`config.mk`:
```
export PLATFORM = sky130hd
export DESIGN_NAME = sdram_seq_ctrl
export DESIGN_NICKNAME = d
export VERILOG_FILES = /design/src/rtl/sdram_seq_pkg.sv /design/src/rtl/sdram_refresh_timer.sv /design/src/rtl/sdram_read_pipe.sv /design/src/rtl/sdram_seq_ctrl.sv
export SDC_FILE = /design/constraint.sdc
export NUM_CORES = 1
export LEC_CHECK = 0
export ABC_CLOCK_PERIOD_IN_PS = 7100
export CAP_MARGIN = 20
export CORE_ASPECT_RATIO = 0.8
export CORE_MARGIN = 2
export CORE_UTILIZATION = 49
export DETAILED_ROUTE_END_ITERATION = 6
export GPL_ROUTABILITY_DRIVEN = 0
export PLACE_DENSITY = 0.86
export RECOVER_POWER = 50
export SYNTH_ARGS = -nofsm -noshare
export SYNTH_HDL_FRONTEND = slang
export SYNTH_SLANG_ARGS = --single-unit
export TNS_END_PERCENT = 10
```
`constraint.sdc`:
```
create_clock -name clk -period 7.1 [get_ports clk]
set_input_delay 0.71 -clock clk [delete_from_list [all_inputs] [get_ports clk]]
set_output_delay 0.71 -clock clk [all_outputs]
set_load 0.05 [all_outputs]
```
`src/rtl/sdram_seq_pkg.sv`:
```
package sdram_seq_pkg;

    // {cs_n, ras_n, cas_n, we_n}
    typedef enum logic [3:0] {
        CMD_MRS = 4'b0000,
        CMD_REF = 4'b0001,
        CMD_PRE = 4'b0010,
        CMD_ACT = 4'b0011,
        CMD_WR  = 4'b0100,
        CMD_RD  = 4'b0101,
        CMD_BST = 4'b0110,
        CMD_NOP = 4'b0111
    } cmd_e;

    typedef enum logic [2:0] {
        ST_BOOT, ST_PALL, ST_REF, ST_MRS, ST_IDLE, ST_ACT, ST_COL, ST_WAIT
    } seq_state_e;

    localparam int          CAS_LAT   = 2;
    localparam int          AP_BIT    = 10;
    // burst 1, sequential, latency 2
    localparam logic [10:0] MODE_WORD = 11'h020;

    function automatic int at_least2(input int v);
        return (v < 2) ? 2 : v;
    endfunction

endpackage

```
`src/rtl/sdram_refresh_timer.sv`:
```
module sdram_refresh_timer #(
    parameter int INTERVAL = 1560
) (
    input  logic clk,
    input  logic rst_n,
    input  logic run,
    input  logic ack,
    output logic pending
);
    localparam int CW = $clog2(INTERVAL + 1);

    logic [CW-1:0] cnt;
    logic          tick;

    assign tick = run && (cnt == CW'(INTERVAL - 1));

    always_ff @(posedge clk) begin
        if (!rst_n) begin
            cnt     <= '0;
            pending <= 1'b0;
        end else begin
            if (!run || tick) cnt <= '0;
            else              cnt <= cnt + 1'b1;
            pending <= (pending && !ack) || tick;
        end
    end
endmodule

```
`src/rtl/sdram_read_pipe.sv`:
```
module sdram_read_pipe #(
    parameter int DATA_W = 32,
    parameter int LAT    = 2
) (
    input  logic              clk,
    input  logic              rst_n,
    input  logic              issue,
    input  logic [DATA_W-1:0] dq_in,
    output logic [DATA_W-1:0] data,
    output logic              valid
);
    logic [LAT-1:0] flag;

    generate
        if (LAT == 1) begin : g_one
            always_ff @(posedge clk) begin
                if (!rst_n) flag <= '0;
                else        flag <= issue;
            end
        end else begin : g_many
            always_ff @(posedge clk) begin
                if (!rst_n) flag <= '0;
                else        flag <= {flag[LAT-2:0], issue};
            end
        end
    endgenerate

    always_ff @(posedge clk) begin
        if (!rst_n) begin
            valid <= 1'b0;
            data  <= '0;
        end else begin
            valid <= flag[LAT-1];
            if (flag[LAT-1]) data <= dq_in;
        end
    end
endmodule

```
`src/rtl/sdram_seq_ctrl.sv`:
```
module sdram_seq_ctrl
    import sdram_seq_pkg::*;
#(
    parameter int DATA_W       = 32,
    parameter int BANK_W       = 2,
    parameter int ROW_W        = 11,
    parameter int COL_W        = 8,
    parameter int INIT_CYCLES  = 20000,
    parameter int REF_INTERVAL = 1560,
    parameter int T_RCD        = 2,
    parameter int T_RP         = 2,
    parameter int T_RAS        = 5,
    parameter int T_RC         = 7,
    parameter int T_RFC        = 7,
    parameter int T_MRD        = 2,
    parameter int T_WR         = 2
) (
    input  logic                            clk,
    input  logic                            rst_n,
    input  logic                            req_valid,
    output logic                            req_ready,
    input  logic                            req_write,
    input  logic [BANK_W+ROW_W+COL_W-1:0]   req_addr,
    input  logic [DATA_W-1:0]               req_wdata,
    output logic [DATA_W-1:0]               rd_data,
    output logic                            rd_valid,
    output logic                            sd_cs_n,
    output logic                            sd_ras_n,
    output logic                            sd_cas_n,
    output logic                            sd_we_n,
    output logic [BANK_W-1:0]               sd_ba,
    output logic [ROW_W-1:0]                sd_addr,
    output logic [DATA_W-1:0]               sd_dq_out,
    output logic                            sd_dq_oe,
    input  logic [DATA_W-1:0]               sd_dq_in
);
    localparam int ADDR_W = BANK_W + ROW_W + COL_W;

    // full row cycle from activate to the next activate, per direction
    localparam int RD_A   = (T_RAS + T_RP > T_RCD + 1 + T_RP) ? T_RAS + T_RP : T_RCD + 1 + T_RP;
    localparam int REC_RD = (T_RC > RD_A) ? T_RC : RD_A;
    localparam int WR_A   = T_RCD + T_WR + T_RP;
    localparam int REC_WR = (T_RC > WR_A) ? T_RC : WR_A;

    localparam int CNT_W  = $clog2(INIT_CYCLES + REC_RD + REC_WR + T_RFC + T_MRD + 8);

    // WAIT load values: the next command state starts N cycles after the issuing one
    localparam logic [CNT_W-1:0] W_RCD  = CNT_W'(at_least2(T_RCD) - 1);
    localparam logic [CNT_W-1:0] W_RP   = CNT_W'(at_least2(T_RP) - 1);
    localparam logic [CNT_W-1:0] W_RFCB = CNT_W'(at_least2(T_RFC) - 1);
    localparam logic [CNT_W-1:0] W_RFCR = CNT_W'(at_least2(T_RFC - 1) - 1);
    localparam logic [CNT_W-1:0] W_MRD  = CNT_W'(at_least2(T_MRD - 1) - 1);
    localparam logic [CNT_W-1:0] W_RD   = CNT_W'(at_least2(REC_RD - T_RCD - 1) - 1);
    localparam logic [CNT_W-1:0] W_WR   = CNT_W'(at_least2(REC_WR - T_RCD - 1) - 1);

    seq_state_e        state, ret_state;
    logic [CNT_W-1:0]  wcnt;
    logic              booted, boot_ref1;
    logic [BANK_W-1:0] lat_bank;
    logic [ROW_W-1:0]  lat_row;
    logic [COL_W-1:0]  lat_col;
    logic              lat_wr;
    logic [DATA_W-1:0] lat_data;
    logic              ref_pending;
    cmd_e              cmd;

    assign req_ready = (state == ST_IDLE) && !ref_pending;

    // state register and sequencing
    always_ff @(posedge clk) begin
        if (!rst_n) begin
            state     <= ST_BOOT;
            ret_state <= ST_IDLE;
            wcnt      <= CNT_W'(INIT_CYCLES);
            booted    <= 1'b0;
            boot_ref1 <= 1'b0;
            lat_bank  <= '0;
            lat_row   <= '0;
            lat_col   <= '0;
            lat_wr    <= 1'b0;
            lat_data  <= '0;
        end else begin
            unique case (state)
                ST_BOOT: begin
                    if (wcnt == '0) state <= ST_PALL;
                    else            wcnt  <= wcnt - 1'b1;
                end
                ST_PALL: begin
                    wcnt <= W_RP; ret_state <= ST_REF; state <= ST_WAIT;
                end
                ST_REF: begin
                    state <= ST_WAIT;
                    if (booted) begin
                        wcnt <= W_RFCR; ret_state <= ST_IDLE;
                    end else if (!boot_ref1) begin
                        boot_ref1 <= 1'b1; wcnt <= W_RFCB; ret_state <= ST_REF;
                    end else begin
                        wcnt <= W_RFCB; ret_state <= ST_MRS;
                    end
                end
                ST_MRS: begin
                    booted <= 1'b1;
                    wcnt <= W_MRD; ret_state <= ST_IDLE; state <= ST_WAIT;
                end
                ST_IDLE: begin
                    if (ref_pending) begin
                        state <= ST_REF;
                    end else if (req_valid) begin
                        lat_bank <= req_addr[ADDR_W-1 -: BANK_W];
                        lat_row  <= req_addr[COL_W +: ROW_W];
                        lat_col  <= req_addr[COL_W-1:0];
                        lat_wr   <= req_write;
                        lat_data <= req_wdata;
                        state    <= ST_ACT;
                    end
                end
                ST_ACT: begin
                    wcnt <= W_RCD; ret_state <= ST_COL; state <= ST_WAIT;
                end
                ST_COL: begin
                    wcnt <= lat_wr ? W_WR : W_RD; ret_state <= ST_IDLE; state <= ST_WAIT;
                end
                ST_WAIT: begin
                    if (wcnt <= CNT_W'(1)) state <= ret_state;
                    else                   wcnt  <= wcnt - 1'b1;
                end
                default: state <= ST_BOOT;
            endcase
        end
    end

    // device-side outputs decoded from state
    always_comb begin
        cmd      = CMD_NOP;
        sd_ba    = '0;
        sd_addr  = '0;
        sd_dq_oe = 1'b0;
        unique case (state)
            ST_PALL: begin
                cmd = CMD_PRE;
                sd_addr[AP_BIT] = 1'b1;
            end
            ST_REF: cmd = CMD_REF;
            ST_MRS: begin
                cmd     = CMD_MRS;
                sd_addr = ROW_W'(MODE_WORD);
            end
            ST_ACT: begin
                cmd     = CMD_ACT;
                sd_ba   = lat_bank;
                sd_addr = lat_row;
            end
            ST_COL: begin
                cmd      = lat_wr ? CMD_WR : CMD_RD;
                sd_ba    = lat_bank;
                sd_addr  = ROW_W'(lat_col);
                sd_addr[AP_BIT] = 1'b1;
                sd_dq_oe = lat_wr;
            end
            default: ;
        endcase
    end

    assign {sd_cs_n, sd_ras_n, sd_cas_n, sd_we_n} = cmd;
    assign sd_dq_out = lat_data;

    sdram_refresh_timer #(
        .INTERVAL (REF_INTERVAL)
    ) u_ref_timer (
        .clk     (clk),
        .rst_n   (rst_n),
        .run     (booted),
        .ack     ((state == ST_REF) && booted),
        .pending (ref_pending)
    );

    sdram_read_pipe #(
        .DATA_W (DATA_W),
        .LAT    (CAS_LAT)
    ) u_rd_pipe (
        .clk   (clk),
        .rst_n (rst_n),
        .issue ((state == ST_COL) && !lat_wr),
        .dq_in (sd_dq_in),
        .data  (rd_data),
        .valid (rd_valid)
    );
endmodule

```
### Yosys cells after proc, flatten, opt, wreduce, memory -nomap -nowiden

Cells that the tools add are included.

| operators by class | value |
|---|---|
| $add $sub $neg | 2 |
| multiply operators | 0 |
| div/mod/pow operators | 0 |
| order comparisons | 1 |
| equality and inequality tests | 13 |
| shift-type cells | 0 |
| multiplexer cells | 18 |
| bitwise logic cells | 3 |
| reduce and logical (&&, ||, !) cells | 25 |

Operator list:

| kind | number |
|---|---|
| one-hot mux 15 bit (5 select lines) | 1 |
| 2-to-1 mux 15 bit | 2 |
| one-hot mux 10 bit (3 select lines) | 1 |
| one-hot mux 3 bit (4 select lines) | 2 |
| <= comparator 15 x 1 -> 1 bit, second input constant | 1 |
| logical NOT 15 bit | 1 |
| 2-to-1 mux 3 bit | 5 |
| one-hot mux 3 bit (5 select lines) | 1 |
| subtractor 15 x 1 -> 15 bit, second input constant | 1 |
| == test 3 bit, second input constant | 4 |
| adder 11 x 1 -> 11 bit, second input constant | 1 |
| == test 11 bit, second input constant | 1 |
| AND reduction 3 bit | 3 |
| inequality test 2 bit, second input constant | 4 |
| OR reduction 2 bit | 4 |
| == test 3 x 2 -> 1 bit, second input constant | 2 |
| logical AND 1 bit | 5 |
| nonzero test 5 bit | 1 |
| OR reduction 5 bit | 1 |
| logical NOT 1 bit | 4 |
| 2-to-1 mux 2 bit | 2 |
| nonzero test 4 bit | 1 |
| == test 3 x 1 -> 1 bit, second input constant | 1 |
| logical NOT 3 bit | 1 |
| 7 further kinds | 12 |

| word-level totals | value |
|---|---|
| bits in registers | 124 |
| bits in latches | 0 |
| bits in writable memories | 0 |
| bits in read-only memories | 0 |
| bits of input ports | 89 |
| output and inout bits | 84 |
| logic and storage cells | 77 |
| memories | 0 |

### Depth between registers and ports, before layout

Gate-level depths: netlist (run 1).

| depth | value |
|---|---|
| depth in word-level cells | 5 |
| mapped depth | 8 |
| depth with buffers taken out | 7 |

### By module

A second synthesis (run 1) with hierarchy kept.

| second synthesis, totals | value |
|---|---|
| cell total of the unflattened synthesis | 593 |
| area, all modules | 5312.6 um^2 |

Modules (own cells, without submodules):

| module | instances | cells an instance | area an instance (um^2) | sequential area each (um^2) |
|---|---|---|---|---|
| sdram_seq_ctrl | 1 | 425 | 3450.8 | 1541.5 |
| sdram_read_pipe | 1 | 109 | 1322.5 | 700.7 |
| sdram_refresh_timer | 1 | 59 | 539.3 | 240.2 |

### Least setup slack after synthesis (run 1)

OpenSTA, ideal clock, no wires.

| timing | value |
|---|---|
| kind | reg-to-reg |
| start point | reg state[1] |
| end point | reg lat_bank[0] |
| setup time | 0.071 ns |
| arrival | 2.931 ns |
| data required time | 7.029 ns |
| slack | 4.098 ns |
| stages on the path, launching flop included | 9 |
| path buffers | 3 |
| clock period less this slack | 3.002 ns |
| cell sequence | dfxtp_1 -> or2_2 -> clkbuf_1 -> nor3_1 -> and2_1 -> clkbuf_1 -> clkbuf_1 -> nand2_1 -> a21oi_1 |

| between the ends | value |
|---|---|
| word-level cells in the longest chain between the ends | 2 |

RTL lines:

| item | line | text |
|---|---|---|
| start: declaration | sdram_seq_ctrl.sv:56 | `seq_state_e state, ret_state;` |
| start signal: assignment | sdram_seq_ctrl.sv:124 | `if (wcnt <= CNT_W'(1)) state <= ret_state;` |
| == test 3 bit | sdram_seq_ctrl.sv:83 | `unique case (state)` |
| AND reduction 3 bit (no source line) | - |  |
| end signal: assignment | sdram_seq_ctrl.sv:109 | `lat_bank <= req_addr[ADDR_W-1 -: BANK_W];` |
| end: declaration | sdram_seq_ctrl.sv:59 | `logic [BANK_W-1:0] lat_bank;` |

Every way passes these cells.
A chain may end at the register's enable or synchronous reset.

### Worst setup path after layout (run 1)

| timing | value |
|---|---|
| start point | reg state[0] |
| end point | out sd_addr[5] |

| between the ends | value |
|---|---|
| word-level cells in the longest chain between the ends | 2 |
| elaborated cells on any way between the ends | 4 |
| those cells by class | eq/ne (3); mux (1) |

RTL lines:

| item | line | text |
|---|---|---|
| == test 3 bit or == test 3 x 2 -> 1 bit (tied branches) | sdram_seq_ctrl.sv:138 | `unique case (state)` |
| one-hot mux 10 bit (3 select lines) (*) | sdram_seq_ctrl.sv:138 |  |
| end: declaration | sdram_seq_ctrl.sv:32 | `output logic [ROW_W-1:0] sd_addr,` |

Every way passes the cells marked *; elsewhere a longest branch is shown, timed or not.

==> results.txt, run 1 <==
status - complete, no violations
final setup fails - 0
clk buf depth - 2
antenna violations before repair - 0
Overflow after GRT - 0
Initial Utilization - 0.5106
CTS clock-pin slew for the worst setup and hold paths - 0.05 ns
Worst R2R Setup Slack - 4.12 ns
Slew Limit Headroom - 0.2182
Peak supply drop - 0.0001379 V
Max Cap Viol - 0
Hold Vio Cnt, Final - 0
fin nets - 838
CTS resizes - 0
total CTS buffers - 17
total die area - 11010 um2
critical-path cell list - nor2b_1, a22oi_1, o2bb2ai_1, clkdlybuf4s50_1
Mapped Area - 4989 um2
synth top area cells - dfxtp_1 (50%), nand2_1 (9.4%), a21oi_1 (6.4%), mux2i_1 (6.4%), nor2_1 (5.9%)
layout cell share with drive strength beyond 1 - 0.05673
FF/Latch Area - 2484 um2
DRC violations left - 0
cell count after synthesis - 595
Fillers - 724
Area Growth Syn to Fin - 47.00%
# diodes - 0
Die Height - 94.25 um
vias per inst - 5.396
drt initial violations - 463
overall power - 1.690 mW
post-synthesis cell type count - 56
worst-path maximum fanout - 15
CP Data Arrival Time - 3.18 ns
wire length of the first global-routing pass - 21.72 mm
hold crit path type - flop to flop
Pwr per Cell Area - 230.4 nW/um2
clock skew - 0.004997 ns
IO Port Bufs - 171
clock latency on the worst-skew pair - 0.41 ns
#FFs+latches synth - 124
Critical-path top delay cell - nor2b_1
Synthesized Nets - 687
Worst Setup End Kind - output port
Ys Warns - 0
DRT Wirelength - 13.99 mm
dpl hpwl - 9.403 mm
CP Class - flop to output port
Total GRT Usage - 0.2532
Clock Sinks - 124
Sum Neg Setup Slack - 0 ns
Final period util - 0.5486
area of the multi-input gates - 2305 um2
final antenna-violating net count - 0
dpl cells - 862
CTS tree - done
EDFF count, synth - 0
clock period minus worst slack - 3.895 ns
clock root buffer - clkbuf_16
Least-Margin Pin Slew - 1.170 ns
commonest non-fill, non-tap cell in the layout - nand2_1
Vias - 4824
vias in the first global route - 4570
Synth top area share - 0.4976
most frequent cells in the layout - nand2_1 (125), dfxtp_1 (123), clkdlybuf4s50_1 (113), nor2_1 (79), a21oi_1 (64)
io pins - 173
utilization after layout - 0.7506
required time worst endpoint - 6.39 ns
Final Max Slew Viols - 0
FFs w/ async S/R, synth - 0
FP Rows - 32
largest net degree at the start of global routing - 64
RSZ-0062 raised after global routing - false
Non-Filler Instances - 894
chip width - 116.8 um
sequential-to-total area share from yosys stat - 0.4976
Mean Syn Cell Area - 8.384 um2
Leakage - 2.723 nW
hold_buf cts - 0
drt first pass iters - 6
post-synth top area cell - dfxtp_1
Largest stage delay, worst path - 0.97 ns
H-tree Lvls - 4
WL/cell - 15.65 um
Setup crit start kind - flop
Core Area - 9769 um2
maximum clock rate - 256.7 MHz
ys flop type - dfxtp_1
Post-CTS Setup Inserts - 0
cell families after synthesis:
logic type,Yosys count,synth area share
xor+xnor,10,0.01756
simple gates,263,0.2320
mux,33,0.06647
compound gates,111,0.1374
other cells,1,0.0007517
fa+ha+maj,3,0.007525
flops,124,0.4976
buf+inv,50,0.04063
sequential cells by signal, indices dropped and copies added, names as in the netlist:
register             cells
state                    3
ret_state                3
u_ref_timer.cnt         11
u_rd_pipe.data          32
lat_col                  8
u_rd_pipe.valid          1
lat_row                 11
booted                   1
sd_dq_out               32
boot_ref1                1
lat_bank                 2
u_rd_pipe.flag           2
u_ref_timer.pending      1
wcnt                    15
lat_wr                   1
cell usage after synthesis, types with 2 or more instances:
| cell type | instances |
|---|---|
| a211oi_1 | 2 |
| a21oi_1 | 64 |
| a22oi_1 | 9 |
| a31oi_1 | 2 |
| and2_1 | 4 |
| and3_1 | 5 |
| buf_1 | 3 |
| buf_2 | 3 |
| clkbuf_1 | 34 |
| dfxtp_1 | 124 |
| ha_1 | 3 |
| inv_1 | 7 |
| mux2i_1 | 32 |
| nand2_1 | 125 |
| nand2b_1 | 2 |
| nand3_1 | 8 |
| nand4_1 | 5 |
| nor2_1 | 79 |
| nor2b_1 | 3 |
| nor3_1 | 7 |
| nor4_1 | 2 |
| o211a_1 | 2 |
| o21a_1 | 3 |
| o21ai_0 | 7 |
| o311ai_0 | 6 |
| o31ai_1 | 4 |
| or2_2 | 2 |
| or3_1 | 6 |
| or4_1 | 7 |
| xnor2_1 | 4 |
| xor2_1 | 6 |
where the power goes:
part	internal, mW	switching, mW
combinational	0.0582	0.0372
clock	0.577	0.307
sequential	0.703	0.00673
total	1.34	0.351
metal layers:
metal | GRT usage | routed length [um]
met2 | 0.4306 | 6808
met5 | 0 | 0
met1 | 0.3005 | 5571
met4 | 0.08922 | 251
met3 | 0.08000 | 1357
final timing paths:
kind | to | cells past startpoint | startpoint
worst max register to register | lat_row[3] | 5 | state[2]
worst min-delay path | sd_dq_out[6] | 2 | sd_dq_out[6]
worst min register to register | sd_dq_out[6] | 2 | sd_dq_out[6]
worst max-delay path | sd_addr[5] | 4 | state[0]
area by class of cell:
cell class,count,share of cell area
clock inverters,10,0.01911
well taps,136,0.02320
multi-input cells,421,0.3143
inverters,8,0.004095
clock buffers,21,0.06415
flip-flops and latches,124,0.3387
repair buffers,174,0.2365
worst max-delay path: cells and delay by family (launching register included):
kind	cells	cell delay, ns
buffers and inverters	1	0.83
AND/OR/NAND/NOR	1	0.97
flip-flops	1	0.54
AO/OA/AOI/OAI	2	0.44
through the flow:
stage,setup WS (ns),hold slack (ns),cell area [um2]
final,3.205,0.4490,7333
after global routing,3.132,0.4642,7333
after CTS,3.235,0.4529,7326
after detailed placement,3.704,0.4422,6715
after global placement,3.871,0.4290,6715
after floorplan,4.098,0.4119,4989
(Power assumes the default switching activity.)
==> run 2: changes to the inputs <==
ABC_CLOCK_PERIOD_IN_PS = 3800   (was 7100)
CORE_UTILIZATION = 45   (was 49)
PLACE_DENSITY = 0.8   (was 0.86)
clock period = 3.8 ns   (was 7.1 ns; I/O delays follow)
==> run 2 against run 1 <==
  * Worst setup slack got worse by 2.8 ns
  * Sequential power is 87% higher
  * The flow now finishes with violations (max-capacitance violations, max-slew violations)
  * Sequential cell count stayed put
==> results.txt, run 2 (synthesis results as in run 1) <==
status - finished with violations
failing checks - max-capacitance violations, max-slew violations
met1 GRT Util - 0.2666
WL/cell - 14.60 um
reg2reg start - state[1]
Final Max Slew Viols - 34
CTS resizes - 0
CTS clock-pin slew for the worst setup and hold paths - 0.06 ns
H-tree Lvls - 4
Area Growth Syn to Fin - 46.73%
Leakage - 2.693 nW
drt first pass iters - 4
final instance area - 7320 um2
Max Cap Viol - 1
Least-Margin Pin Slew - 1.792 ns
wire length of the first global-routing pass - 21.48 mm
clock period minus worst slack - 3.353 ns
vias per inst - 5.207
Core Area - 10850 um2
Critical-path top delay cell - nor2b_1
required time worst endpoint - 3.42 ns
largest net degree at the start of global routing - 69
Cell Area, Placed - 6755 um2
Die Height - 98.17 um
Largest stage delay, worst path - 0.84 ns
Sum Neg Setup Slack - 0 ns
CP Capture Point - sd_addr[5]
utilization after layout - 0.6747
drt initial violations - 300
io pins - 173
FF-to-FF End - sd_dq_out[9]
Initial Utilization - 0.4599
Slew Limit Headroom - -0.1963
met2 GRT Util - 0.3717
hold_buf cts - 0
CTS tree - done
clock skew - 0.009186 ns
Total GRT Usage - 0.2238
Final period util - 0.8824
most frequent cells in the layout - nand2_1 (124), dfxtp_1 (124), clkdlybuf4s50_1 (119), nor2_1 (79), a21oi_1 (64)
RSZ-0062 raised after global routing - false
CP Class - flop to output port
Worst R2R Path Depth - 5
Post-CTS Setup Inserts - 0
Overflow after GRT - 0
Vias - 4707
Hold Vio Cnt, Final - 0
CP Data Arrival Time - 2.97 ns
antenna violations before repair - 0
worst-path maximum fanout - 13
Fillers - 847
# diodes - 0
DRC violations left - 0
final setup fails - 0
overall power - 3.030 mW
worst hold slack - 0.4502 ns
IO Port Bufs - 171
total CTS buffers - 17
critical-path cell list - nor2b_1, a22oi_1, o2bb2ai_1, clkdlybuf4s50_1
hold crit path type - flop to flop
vias in the first global route - 4576
fin nets - 839
DRT Wirelength - 13.20 mm
Critical Path Source - state[1]
clock latency on the worst-skew pair - 0.40 ns
Pwr per Cell Area - 414.0 nW/um2
grt met3 use - 0.08353
maximum clock rate - 298.2 MHz
layout cell share with drive strength beyond 1 - 0.06053
total die area - 11950 um2
clock root buffer - clkbuf_16
Top Usage Layer GRT - met2
Worst Setup End Kind - output port
chip width - 121.7 um
final antenna-violating net count - 0
dpl hpwl - 9.353 mm
Peak supply drop - 0.0003215 V
clk buf depth - 2
Worst R2R Setup Slack - 1.14 ns
Clock Sinks - 124
FP Rows - 34
Setup crit start kind - flop
==> run 2: cell count changes in the layout (fill, tap and decap cells not counted), sizes merged <==
cell	before	now
clkdlybuf4s50	113	119
inv	8	10
bufinv	3	1
dlygate4sd3	58	52
clkinv	4	5
clkinvlp	3	4
==> run 2: how the worst min path moves through the flow <==
stage,from,endpoint,slack (ns),cells after the start
after floorplan,u_rd_pipe.flag[0],u_rd_pipe.flag[1],0.41,1
after global placement,u_ref_timer.cnt[0],u_ref_timer.cnt[0],0.43,1
after detailed placement,u_ref_timer.cnt[0],u_ref_timer.cnt[0],0.44,1
after CTS,u_ref_timer.cnt[0],u_ref_timer.cnt[0],0.45,1
after global routing,lat_row[8],lat_row[8],0.47,2
final,u_ref_timer.cnt[0],u_ref_timer.cnt[0],0.45,1
==> run 2: report_power, final <==
| part | leakage, nW | switching [mW] | internal, mW | total, mW |
|---|---|---|---|---|
| clock network | 0.275 | 0.572 | 0.955 | 1.53 |
| registers | 1.00 | 0.0129 | 1.31 | 1.33 |
| logic | 1.42 | 0.0680 | 0.108 | 0.176 |
==> run 2: critical path: cells and delay by family (launching register included) <==
| kind | cells | cell delay (ns) |
|---|---|---|
| compound gates | 2 | 0.39 |
| buf+inv | 1 | 0.83 |
| flops | 1 | 0.52 |
| simple gates | 1 | 0.84 |
==> run 2: metrics by stage <==
step	setup slack (ns)	cells
final	0.4468	904
after CTS	0.4975	904
after floorplan	0.7984	595
after global routing	0.3136	904
after detailed placement	0.9435	872
after global placement	1.065	872
==> run 2: layer usage <==
| layer | up-vias | wire (um) |
|---|---|---|
| met1 | 2180 | 5533 |
| li1 | 2329 | - |
| met5 | - | 0 |
| met3 | 14 | 1155 |
| met2 | 184 | 6350 |
| met4 | 0 | 162 |
==> run 2: area by class of cell <==
cell class	instances	area, um2	area share
Sequential cell	124	2482	0.3391
Clock buffer	20	466.7	0.06376
Multi-Input combinational cell	421	2307	0.3152
Tap cell	144	180.2	0.02462
Timing Repair Buffer	175	1739	0.2376
Clock inverter	12	113.9	0.01556
Inverter	8	30.03	0.004103
==> run 3: changes to the inputs <==
ABC_AREA = 1   (was unset)
CORE_UTILIZATION = 46   (was 45)
==> run 3 against run 2 <==
  * The run now ends clean
  * Synthesized area grew 5.4%
  * Routed wire length is 14% higher
  * Synthesized cell count rose by 20%
  * Critical path depth rose by 3
  * Sequential cell count stayed put
  * Total power up 9.7%
==> results.txt, run 3 <==
dpl cells - 999
most frequent cells in the layout - nor2_1 (218), dfxtp_1 (124), clkdlybuf4s50_1 (105), o21ai_0 (89), nand2_1 (79)
CTS clock-pin slew for the worst setup and hold paths - 0.06 ns
layout cell share with drive strength beyond 1 - 0.07666
FP Rows - 34
Cell Area, Placed - 6990 um2
count leader, synth - nor2_1
RSZ-0062 raised after global routing - false
worst-path maximum fanout - 9
fin nets - 966
total CTS buffers - 17
Slew Limit Headroom - 0.07660
drt initial violations - 355
EDFF count, synth - 0
status - complete, no violations
Worst Setup End Kind - output port
Vias - 5209
clk buf depth - 2
DRC violations left - 0
drt first pass iters - 5
io pins - 173
Mean Syn Cell Area - 7.353 um2
clock latency on the worst-skew pair - 0.41 ns
required time worst endpoint - 3.42 ns
Overflow after GRT - 0
CP Class - flop to output port
switching power - 0.7400 mW
sequential-to-total area share from yosys stat - 0.4722
Non-Filler Instances - 1031
final antenna-violating net count - 0
largest net degree at the start of global routing - 60
post-synthesis cell type count - 38
vias per inst - 5.052
synth top area cells - dfxtp_1 (47%), nor2_1 (15%), o21ai_0 (8.5%), nand2_1 (5.5%), inv_1 (3.1%)
post-synth top area cell - dfxtp_1
cell count after synthesis - 715
overall power - 3.325 mW
worst hold slack - 0.4106 ns
hold_buf cts - 0
clock skew - 0.008657 ns
chip width - 123.5 um
Ys Warns - 0
#FFs+latches synth - 124
Synth top cells by count - nor2_1 (217), dfxtp_1 (124), o21ai_0 (89), nand2_1 (77), inv_1 (43)
antenna violations before repair - 0
Setup crit start kind - flop
ys flop type - dfxtp_1
Leakage - 3.398 nW
FFs w/ async S/R, synth - 0
# diodes - 0
Sum Neg Setup Slack - 0 ns
IO Port Bufs - 171
CTS tree - done
Least-Margin Pin Slew - 1.385 ns
final instance area - 7599 um2
clock period minus worst slack - 3.142 ns
Core Area - 11020 um2
Hold Vio Cnt, Final - 0
Peak supply drop - 0.0002875 V
commonest non-fill, non-tap cell in the layout - nor2_1
CTS resizes - 0
Mapped Area - 5258 um2
wire length of the first global-routing pass - 24.51 mm
Internal - 2.585 mW
Area Growth Syn to Fin - 44.53%
hold crit path type - flop to flop
WL/cell - 14.54 um
Post-CTS Setup Inserts - 0
Synth top area share - 0.4722
final setup fails - 0
vias in the first global route - 5241
Final Max Slew Viols - 0
total die area - 12310 um2
DRT Wirelength - 14.99 mm
Final period util - 0.8269
Clock Sinks - 124
sequential fraction of design power - 0.403
Synthesized Nets - 807
Total GRT Usage - 0.2511
Die Height - 99.62 um
Pwr per Cell Area - 437.6 nW/um2
H-tree Lvls - 4
CP Data Arrival Time - 2.76 ns
Initial Utilization - 0.4772
Max Cap Viol - 0
dpl hpwl - 10.38 mm
maximum clock rate - 318.3 MHz
switching part of the total - 0.2225
Gate power share - 0.071
clock root buffer - clkbuf_16
clock power share - 0.526
==> run 3: path summary, 6_finish.rpt <==
path / depth (start not counted) / start / to / slack (ns)
setup / recovery: 7 / state[0] / sd_ba[1] / 0.66
hold / removal: 2 / u_rd_pipe.flag[0] / u_rd_pipe.flag[1] / 0.41
setup reg to reg: 9 / wcnt[0] / wcnt[13] / 1.42
hold reg to reg: 2 / u_rd_pipe.flag[0] / u_rd_pipe.flag[1] / 0.41
==> run 3: logic make-up after synthesis <==
| kind of cell | after synthesis | share of synthesized area |
|---|---|---|
| AO/OA/AOI/OAI | 131 | 0.1399 |
| XOR/XNOR | 7 | 0.01166 |
| adder cells (fa/ha/maj) | 3 | 0.007140 |
| buffers and inverters | 84 | 0.06949 |
| flip-flops | 124 | 0.4722 |
| other | 1 | 0.0007133 |
| AND/OR/NAND/NOR | 365 | 0.2989 |
==> run 3: final cells by class <==
type,count,area [um2]
Sequential cell,124,2482
Clock buffer,20,456.7
Fill cell,893,3420
Timing Repair Buffer,174,1720
Inverter,50,188.9
Multi-Input combinational cell,507,2386
Clock inverter,12,183.9
Tap cell,144,180.2
==> run 3: per-stage QoR <==
stage          setup slack [ns]  utilization
2_1_floorplan             1.715            -
3_3_place_gp              1.204       0.6345
3_5_place_dp              1.096       0.6345
4_1_cts                  0.6440       0.6926
5_1_grt                  0.4817       0.6896
6_report                 0.6578       0.6896
==> run 3: per-layer routing <==
metal | up-vias | GRT usage | part of all wire
li1 | 2617 | - | -
met2 | 183 | 0.4053 | 0.47
met4 | 0 | 0.08566 | 0.018
met1 | 2380 | 0.3009 | 0.43
met5 | - | 0 | 0
met3 | 29 | 0.1049 | 0.086
==> run 3: power groups by stage <==
stage / sequential (mW) / clock (mW) / combinational [mW]
floorplan: 1.36 / 0 / 0.128
global placement: 1.37 / 0 / 0.235
detailed placement: 1.37 / 0 / 0.242
CTS: 1.34 / 1.76 / 0.244
global route: 1.34 / 1.83 / 0.262
finish: 1.34 / 1.75 / 0.237
==> run 3: critical path: stages, from the launching register on <==
cell	delay (ns)
dfxtp_1	0.48
nand2_2	0.17
nor2_2	0.35
inv_1	0.19
nand2_1	0.13
inv_1	0.06
nor2_1	0.12
clkdlybuf4s50_1	0.84
